==> src/rtl/sfc_pkg.sv <==
package sfc_pkg;

    // Control state of the evolution engine
    typedef enum logic [0:0] {
        ENG_RUN   = 1'b0,
        ENG_FAULT = 1'b1
    } eng_state_e;

endpackage

==> src/rtl/sfc_enable.sv <==
// Clearability of every transition for one step situation
module sfc_enable #(
    parameter int N_STEPS = 5,
    parameter int N_TRANS = 4,
    parameter logic [N_TRANS*N_STEPS-1:0] PRE_MASK = 20'b10100_01000_00010_00001
) (
    input  logic [N_STEPS-1:0] steps_i,
    input  logic [N_TRANS-1:0] cond_i,
    output logic [N_TRANS-1:0] fire_o
);

    for (genvar t = 0; t < N_TRANS; t++) begin : g_tr
        localparam logic [N_STEPS-1:0] PRE = PRE_MASK[t*N_STEPS +: N_STEPS];
        assign fire_o[t] = cond_i[t] && ((steps_i & PRE) == PRE);
    end

endmodule

==> src/rtl/sfc_pass.sv <==
// One clearing pass: fire all clearable transitions together
module sfc_pass #(
    parameter int N_STEPS = 5,
    parameter int N_TRANS = 4,
    parameter logic [N_TRANS*N_STEPS-1:0] PRE_MASK  = 20'b10100_01000_00010_00001,
    parameter logic [N_TRANS*N_STEPS-1:0] POST_MASK = 20'b01000_10000_00001_00110
) (
    input  logic [N_STEPS-1:0] steps_i,
    input  logic [N_TRANS-1:0] cond_i,
    output logic [N_STEPS-1:0] steps_o
);

    logic [N_TRANS-1:0] fire;
    logic [N_STEPS-1:0] drop_set;
    logic [N_STEPS-1:0] gain_set;

    sfc_enable #(
        .N_STEPS (N_STEPS),
        .N_TRANS (N_TRANS),
        .PRE_MASK(PRE_MASK)
    ) u_en (
        .steps_i(steps_i),
        .cond_i (cond_i),
        .fire_o (fire)
    );

    always_comb begin
        drop_set = '0;
        gain_set = '0;
        for (int t = 0; t < N_TRANS; t++) begin
            if (fire[t]) begin
                drop_set = drop_set | PRE_MASK[t*N_STEPS +: N_STEPS];
                gain_set = gain_set | POST_MASK[t*N_STEPS +: N_STEPS];
            end
        end
    end

    // activation has priority over deactivation
    assign steps_o = (steps_i & ~drop_set) | gain_set;

endmodule

==> src/rtl/sfc_settle.sv <==
// Unrolled stability search over a bounded number of passes
module sfc_settle #(
    parameter int N_STEPS = 5,
    parameter int N_TRANS = 4,
    parameter int N_PASS  = 6,
    parameter logic [N_TRANS*N_STEPS-1:0] PRE_MASK  = 20'b10100_01000_00010_00001,
    parameter logic [N_TRANS*N_STEPS-1:0] POST_MASK = 20'b01000_10000_00001_00110
) (
    input  logic [N_STEPS-1:0] steps_i,
    input  logic [N_TRANS-1:0] cond_i,
    output logic [N_STEPS-1:0] settled_o,
    output logic               unstable_o
);

    logic [N_STEPS-1:0] stage [N_PASS+1];
    logic [N_TRANS-1:0] still_live;

    assign stage[0] = steps_i;

    for (genvar k = 0; k < N_PASS; k++) begin : g_pass
        sfc_pass #(
            .N_STEPS  (N_STEPS),
            .N_TRANS  (N_TRANS),
            .PRE_MASK (PRE_MASK),
            .POST_MASK(POST_MASK)
        ) u_pass (
            .steps_i(stage[k]),
            .cond_i (cond_i),
            .steps_o(stage[k+1])
        );
    end

    sfc_enable #(
        .N_STEPS (N_STEPS),
        .N_TRANS (N_TRANS),
        .PRE_MASK(PRE_MASK)
    ) u_last (
        .steps_i(stage[N_PASS]),
        .cond_i (cond_i),
        .fire_o (still_live)
    );

    assign settled_o  = stage[N_PASS];
    assign unstable_o = |still_live;

endmodule

==> src/rtl/sfc_engine.sv <==
// Clocked chart evolution engine with stability search and fault latch
module sfc_engine
    import sfc_pkg::*;
#(
    parameter int N_STEPS = 5,
    parameter int N_TRANS = 4,
    parameter logic [N_STEPS-1:0]         INIT_MASK = 5'b01001,
    parameter logic [N_TRANS*N_STEPS-1:0] PRE_MASK  = 20'b10100_01000_00010_00001,
    parameter logic [N_TRANS*N_STEPS-1:0] POST_MASK = 20'b01000_10000_00001_00110
) (
    input  logic               clk,
    input  logic               rst,
    input  logic [N_TRANS-1:0] cond_i,
    output logic [N_STEPS-1:0] act_o,
    output logic               unstable_o
);

    localparam int N_PASS = N_STEPS + 1;

    eng_state_e         state_q;
    eng_state_e         state_d;
    logic [N_STEPS-1:0] steps_q;
    logic [N_STEPS-1:0] act_q;
    logic [N_STEPS-1:0] settled;
    logic               no_settle;

    sfc_settle #(
        .N_STEPS  (N_STEPS),
        .N_TRANS  (N_TRANS),
        .N_PASS   (N_PASS),
        .PRE_MASK (PRE_MASK),
        .POST_MASK(POST_MASK)
    ) u_settle (
        .steps_i   (steps_q),
        .cond_i    (cond_i),
        .settled_o (settled),
        .unstable_o(no_settle)
    );

    always_comb begin
        state_d = state_q;
        unique case (state_q)
            ENG_RUN:   if (no_settle) state_d = ENG_FAULT;
            ENG_FAULT: state_d = ENG_FAULT;
            default:   state_d = ENG_RUN;
        endcase
    end

    // state register
    always_ff @(posedge clk) begin
        if (rst) state_q <= ENG_RUN;
        else     state_q <= state_d;
    end

    // step activity and action outputs
    always_ff @(posedge clk) begin
        if (rst) begin
            steps_q <= INIT_MASK;
            act_q   <= '0;
        end else if (state_q == ENG_RUN && !no_settle) begin
            steps_q <= settled;
            act_q   <= settled;
        end else begin
            act_q   <= steps_q;
        end
    end

    assign act_o      = act_q;
    assign unstable_o = (state_q == ENG_FAULT);

endmodule

==> config.mk <==
export PLATFORM = sky130hd
export DESIGN_NAME = sfc_engine
export DESIGN_NICKNAME = d
export VERILOG_FILES = /design/src/rtl/sfc_pkg.sv /design/src/rtl/sfc_enable.sv /design/src/rtl/sfc_pass.sv /design/src/rtl/sfc_settle.sv /design/src/rtl/sfc_engine.sv
export SDC_FILE = /design/constraint.sdc
export NUM_CORES = 1
export LEC_CHECK = 0
export BUFFER_PORTS_ARGS = -buffer_cell sky130_fd_sc_hd__buf_2
export CAP_MARGIN = 20
export CORE_AREA = 2 2 39 41
export CTS_BUF_LIST = sky130_fd_sc_hd__clkbuf_8 sky130_fd_sc_hd__clkbuf_16
export DETAILED_ROUTE_END_ITERATION = 12
export DIE_AREA = 0 0 41 43
export MAX_ROUTING_LAYER = met4
export PLACE_DENSITY_LB_ADDON = 0.2
export SLEW_MARGIN = 10
export SYNTH_ARGS = -nofsm -noshare
export SYNTH_HDL_FRONTEND = slang
export SYNTH_SLANG_ARGS = --single-unit
==> constraint.sdc <==
create_clock -name clk -period 3.95 [get_ports clk]
set_clock_uncertainty 0.1 [all_clocks]
set_input_delay 0.5925 -clock clk [delete_from_list [all_inputs] [get_ports clk]]
set_output_delay 0.5925 -clock clk [all_outputs]
set_load 0.02 [all_outputs]
; Word-level counts from Yosys, hierarchy flattened
; Index checks and enable logic that the tools add are counted.
[totals]
regBits = 11
latchBits = 0
ramBits = 0
mem_bits_ro = 0
n_memories = 0
[op_classes]
add_sub_neg = 0
n_mul = 0
div_mod_pow = 0
n_lt_le_gt_ge = 0
n_eq_ne = 7
n_shift = 0
n_mux = 51
bitwise_logic = 19
reduce_logical = 31
[op_table]
columns = operator, n
row1 = $mux W5, 13
row2 = $mux W4, 12
row3 = $and A5 B5 Y5, 6
row4 = $not A5 Y5, 6
row5 = $or A5 B5 Y5, 6
row6 = $logic_and A1 B1 Y1, 29
row7 = $mux W3, 6
row8 = $eq A2 B2 Y1 const B, 7
row9 = $mux W1, 13
row10 = $mux W2, 6
row11 = $reduce_or A4 Y1, 1
row12 = $pmux W1 S2, 1
row13 = $logic_not A1 Y1, 1
row14 = $not A1 Y1, 1

; Logic depth before layout (Yosys ltp)
; Gate-level depths: netlist of the first run.
[logic_depth]
word_depth = 54
depth_mapped = 7
ltp_nobuf = 5

; Hierarchy
; Synthesis of the first run repeated with hierarchy kept, for this count alone.
[hier_totals]
hier_cells = 115
hier_area_um2 = 794.5
[by_module_without_submodules]
columns = module, instances, cells_per_inst, area_per_inst_um2
row1 = sfc_engine, 1, 32, 326.6
row2 = sfc_pass, 6, 9, 47.5
row3 = sfc_enable, 7, 4, 25.0
row4 = sfc_settle, 1, 1, 7.5

; Least setup slack after synthesis of the first run
; Ideal clock, no wire load.
[synth_timing]
path_type = input to register
startpoint = in cond_i[2]
endpoint = reg steps_q[2]
setup_ps = 91
arrival_ps = 1649
setup_slack_ps = 2110
path_stages = 6
path_cell_list = buf_6 -> a21o_1 -> a311oi_2 -> a31oi_1 -> a211o_1 -> a311oi_1
[synth_between]
elab_chain_cells = 41
elab_cells_between_ends = 64
cone_classes = 6 x eq/ne / 24 x mux / 18 x bitwise / 16 x reduce/logical
[synth_rtl]
columns = item, line
row1 = start: declaration, sfc_engine.sv:13  ; input logic [N_TRANS-1:0] cond_i,
row2 = branches (longest 40 deep; another with $mux W5), --
row3 = $mux W5 (*), --
row4 = end signal: assignment, sfc_engine.sv:61  ; steps_q <= settled;
row5 = end: declaration, sfc_engine.sv:22  ; logic [N_STEPS-1:0] steps_q;
; Mark *: on every way between the ends.
; A chain may end at the register's enable or synchronous reset.

; Worst setup path in the final report of the first run
; Ends and elaborated chain as after synthesis.

==> results.json, run 1 <==
{
  "status": "finished, final reports clean",
  "postSynthAreaPerCell_um2": 8.02,
  "ys_seq_area_share_pct": 27.4,
  "root_buffer": "clkbuf_8",
  "antenna_found_initial": 0,
  "critPathRequiredTime_ps": 3980,
  "drive_above_1_share_pct": 26.6,
  "ys_warn_count": 0,
  "setup-violations-final": 0,
  "cts_sinks": 8,
  "synth_nets": 79,
  "nNetsFinal": 87,
  "ys_ff_latch": 8,
  "netlist_area_um2": 586,
  "clkSlewWorstSetupHoldPaths_ps": 40,
  "crit_type": "input port to flop",
  "overflow": 0,
  "insertion_delay_ps": 220,
  "placed_area_um2": 601,
  "synth_top_cell_area_share_pct": 27.4,
  "cts_tree": "built",
  "ys_types": 33,
  "min_path_type": "flop to flop",
  "grt_first_pass_wirelength_mm": 2.04,
  "clockBufferDepth": 2,
  "dr.first_iter.drc_count": 8,
  "finalInstanceArea_um2": 642,
  "synth_cells": 73,
  "maxCapViolCount": 0,
  "rsz0062_at_grt": "false",
  "hold_viol": 0,
  "grt_max_degree": 12,
  "htree_levels": 1,
  "endpoint_kind": "flop",
  "drc": 0,
  "dpl.hpwl_um": 897,
  "n_antenna_cell": 0,
  "finalNonFillerCells": 95,
  "dr_total_vias": 563,
  "fillers": 143,
  "synthMostInstantiatedCell": "dfxtp_1",
  "rows": 14,
  "yosysTopAreaCell": "dfxtp_1",
  "seqCellArea_um2": 160,
  "via_per_inst": 5.93,
  "worstSetupStartpointType": "input port",
  "multiInputGateArea_um2": 350,
  "placed_cells_incl_taps": 92,
  "fin_tns_setup_ps": 0,
  "arrival_ps": 1810,
  "peakVddDrop_mv": 0.261,
  "yosys-top-cells-area": "dfxtp_1 27%, buf_4 7.7%, a21oi_1 4.3%, a31oi_1 4.3%, o21ai_0 4.3%",
  "io_pins": 12,
  "ys.flop_type": "dfxtp_1",
  "async_reset_ff_share_pct": 0,
  "min_period_ps": 1780,
  "postCtsSetupRepairBufs": 0,
  "drv_slew": 0,
  "p_leak_nw": 0.269,
  "dieWidth_um": 41,
  "cts_inserted_buffers": 3,
  "initial_utilization_pct": 42.3,
  "power.density_nw_per_um2": 414,
  "max-slew-margin-rel_pct": 73.6,
  "grt.total_usage_pct": 16.8,
  "max_freq_mhz": 562,
  "fp.coreArea_um2": 1380,
  "p_total_mw": 0.266,
  "die_h_um": 43,
  "worst_pin_slew_ps": 395,
  "synth_common_cells": "8 x dfxtp_1, 6 x buf_4, 6 x nand2_1, 5 x a21oi_1, 5 x o21ai_0",
  "die-area_um2": 1760,
  "place_congestion": 0.859,
  "wl_per_cell_um": 12.5,
  "cts_hold_buf": 0,
  "grt_pass1_vias": 485,
  "cts.repair.resized": 0,
  "dr.pass1.iters": 4,
  "cp_max_fo": 9,
  "areaGrowthSynthToFinish_pct": 9.62,
  "port_buffers": 11,
  "routed_wl_mm": 1.19,
  "fin_crit_sh_pct": 45.0,
  "ant_nets": 0,
  "synth-edff-count": 0
}
==> critical path: stages <==
cell and delay [ps]:
buf_2 160, a21o_1 200, a311oi_2 240, a31oi_1 80, a211o_1 280, a311oi_1 260
==> worst paths after layout <==
| check | from | slack (ps) | depth (start not counted) | to |
|---|---|---|---|---|
| worst max-delay path | cond_i[2] | 2170 | 6 | steps_q[2] |
| worst min-delay path | steps_q[1] | 450 | 2 | steps_q[1] |
| worst max register to register | steps_q[4] | 2200 | 5 | steps_q[2] |
| worst min register to register | steps_q[1] | 450 | 2 | steps_q[1] |
==> cells by family after synthesis <==
| family | synth area share (%) |
|---|---|
| multiplexers | 1.71 |
| AO/OA/AOI/OAI | 35.5 |
| AND/OR/NAND/NOR | 22.6 |
| buffers and inverters | 12.8 |
| flip-flops | 27.3 |
==> state kept, by name, summed over array words and instances, names as in the netlist <==
register    flops
steps_q         5
act_o           2
unstable_o      1
==> cell type report <==
type / instances / share of cell area (%)
Timing Repair Buffer: 11 / 8.58
Inverter: 4 / 2.34
Sequential cell: 8 / 25.0
Multi-Input combinational cell: 53 / 54.6
Clock buffer: 3 / 6.43
Tap cell: 16 / 3.12
==> per-stage QoR <==
| step | setup slack, ps | hold WS [ps] | utilization, % |
|---|---|---|---|
| 2_1_floorplan | 2110 | 404 | - |
| 3_3_place_gp | 1930 | 440 | 43.4 |
| 3_5_place_dp | 1960 | 442 | 43.4 |
| 4_1_cts | 2180 | 448 | 46.4 |
| 5_1_grt | 2030 | 538 | 46.4 |
| 6_report | 2170 | 447 | 46.4 |
==> where the power goes <==
part,total (mW),internal (mW),switching (mW)
Combinational,0.0727,0.0315,0.0412
Clock,0.0925,0.0655,0.0269
Sequential,0.101,0.0889,0.0117
==> metal layers <==
layer	share of wire (%)	GRT usage (%)	vias up
li1	-	-	281
met1	45	24.4	252
met2	48	22.8	26
met3	6.0	1.57	4
met4	1.4	8.00	0
met5	0	-	-
==> cells in the final DEF (no fill, tap or decap) <==
cell type | netlist | routed
and3_1 | 2 | 2
a31oi_2 | 1 | 1
o31a_1 | 1 | 1
a211o_1 | 1 | 1
a311oi_1 | 1 | 1
o221ai_1 | 1 | 1
a311oi_2 | 1 | 1
dfxtp_1 | 8 | 8
buf_2 | 0 | 11
o21ai_0 | 5 | 5
o22ai_1 | 1 | 1
nand2b_1 | 2 | 2
mux2i_1 | 1 | 1
o21a_1 | 1 | 1
nor3_1 | 1 | 1
inv_1 | 4 | 4
o211ai_1 | 2 | 2
nand3_1 | 3 | 3
and2_1 | 2 | 2
or2_4 | 1 | 1
nand3b_1 | 1 | 1
and4_2 | 1 | 1
nand2_1 | 6 | 6
a221oi_2 | 1 | 1
and2_4 | 1 | 1
a21oi_1 | 5 | 5
a21boi_2 | 1 | 1
a31oi_1 | 4 | 4
clkbuf_8 | 0 | 3
a21o_1 | 2 | 2
nand4_1 | 1 | 1
nor2_1 | 3 | 3
(Power assumes the default switching activity.)
==> run 2, diff against run 1 <==
==> constraint.sdc (replaced) <==
create_clock -name clk -period 1.5 [get_ports clk]
set_clock_uncertainty 0.1 [all_clocks]
set_input_delay 0.225 -clock clk [delete_from_list [all_inputs] [get_ports clk]]
set_output_delay 0.225 -clock clk [all_outputs]
set_load 0.02 [all_outputs]
==> run 2 against run 1 <==
- the run now ends with setup timing left
- utilization is 12 points higher
- total power grew to 3.0 times the previous value
- hold slack worse by 280 ps
- highest routed layer is now met3
==> results.json, run 2 (synthesized netlist as in run 1, its figures left out) <==
{
  "rows": 14,
  "min_period_ps": 1520,
  "worstSetupStartpointType": "flop",
  "fin_tns_setup_ps": -22.3,
  "place_congestion": 0.765,
  "clockBufferDepth": 2,
  "routed_wl_mm": 1.45,
  "cp_max_fo": 7,
  "peakVddDrop_mv": 0.624,
  "fp.coreArea_um2": 1380,
  "drv_slew": 0,
  "crit_type": "flop to flop",
  "dr.first_iter.drc_count": 20,
  "initial_utilization_pct": 42.3,
  "clkSlewWorstSetupHoldPaths_ps": 40,
  "finalInstanceArea_um2": 812,
  "via_per_inst": 5.65,
  "areaGrowthSynthToFinish_pct": 38.7,
  "setup-violations-final": 1,
  "final_common_cell": "buf_4",
  "grt.total_usage_pct": 19.0,
  "max_freq_mhz": 657,
  "hold_depth": 2,
  "ant_nets": 0,
  "seqCellArea_um2": 171,
  "die-area_um2": 1760,
  "rr_worst_depth": 5,
  "nNetsFinal": 102,
  "setup_slack_ps": -22.3,
  "overflow": 0,
  "endpoint_kind": "flop",
  "cts_tree": "built",
  "violations": "setup timing",
  "worst_pin_slew_ps": 268,
  "arrival_ps": 1560,
  "maxCapViolCount": 0,
  "grt_first_pass_wirelength_mm": 2.26,
  "dr_total_vias": 621,
  "top_register": "steps_q",
  "root_buffer": "clkbuf_8",
  "hold_viol": 0,
  "status": "complete, but fails checks",
  "drc": 0,
  "power.density_nw_per_um2": 973,
  "placed_area_um2": 707,
  "cts_inserted_buffers": 3,
  "io_pins": 12,
  "place_ws_ps": -111,
  "max-slew-margin-rel_pct": 82.0,
  "fin_crit_sh_pct": 101,
  "min_path_type": "input port to flop",
  "grt_pass1_vias": 545,
  "fin_util_pct": 58.7,
  "die_h_um": 43,
  "grt_max_degree": 9,
  "n_antenna_cell": 0,
  "dr.pass1.iters": 4,
  "cts_sinks": 8,
  "largest_reg_flops": 5,
  "insertion_delay_ps": 230,
  "p_leak_nw": 0.351,
  "rsz0062_at_grt": "true",
  "multiInputGateArea_um2": 397,
  "fillers": 117,
  "antenna_found_initial": 0,
  "port_buffers": 11,
  "fin_hold_ws_ps": 165,
  "critPathRequiredTime_ps": 1540,
  "wl_per_cell_um": 13.2,
  "layout_common_cells": "15 x buf_4, 11 x buf_2, 6 x nand2_1",
  "dieWidth_um": 41,
  "drive_above_1_share_pct": 50.0,
  "htree_levels": 1,
  "dpl.hpwl_mm": 1.01
}
==> run 2: changes by cell type in the layout (fill, tap and decap cells not counted), sizes merged <==
cell | previous run | this run
buf | 11 | 26
==> run 2: area by class of cell <==
| cell class | count | share of cell area, % |
|---|---|---|
| clock buffers | 3 | 5.08 |
| inverters | 4 | 1.85 |
| multi-input cells | 53 | 48.8 |
| flip-flops and latches | 8 | 21.1 |
| well taps | 16 | 2.47 |
| repair buffers | 26 | 20.6 |
==> run 2: routing by layer <==
layer / vias to the layer above / track usage, % / part of all wire [%]
li1: 311 / - / -
met1: 299 / 23.7 / 45
met2: 11 / 29.1 / 51
met3: 0 / 4.71 / 3.2
met4: 0 / 6.00 / 0
met5: - / - / 0
==> run 2: worst max-delay path, cell delays in order, from the launching register on <==
cell      delay, ps
dfxtp_4         370
a21boi_4        190
or2_4           170
a31oi_1          90
o31a_1          260
a221oi_2        250
==> run 2: path summary, 6_finish.rpt <==
kind	from	endpoint	slack, ps
setup / recovery	steps_q[2]	steps_q[4]	-20
hold / removal	rst	steps_q[4]	170
setup reg to reg	steps_q[2]	steps_q[4]	-20
hold reg to reg	steps_q[1]	steps_q[1]	420
==> run 2: power breakdown <==
group | switching (mW) | total (mW) | internal [mW]
combinational | 0.143 | 0.275 | 0.132
sequential | 0.0244 | 0.260 | 0.236
clock | 0.0810 | 0.255 | 0.174
==> run 2: repair_timing <==
item                                    in CTS  in global routing
hold buffers                                 0                  0
endpoints found under the setup margin       2                  4
pin swaps                                    5                  3
setup buffers                                1                  0
gates resized for setup                      6                  8
==> run 2: per-stage QoR <==
| stage | std cells | power (mW) |
|---|---|---|
| 3_3_place_gp | 106 | 0.499 |
| 3_5_place_dp | 106 | 0.499 |
| 5_1_grt | 110 | 0.833 |
| 6_report | 110 | 0.790 |
| 4_1_cts | 110 | 0.769 |
| 2_1_floorplan | 73 | 0.436 |
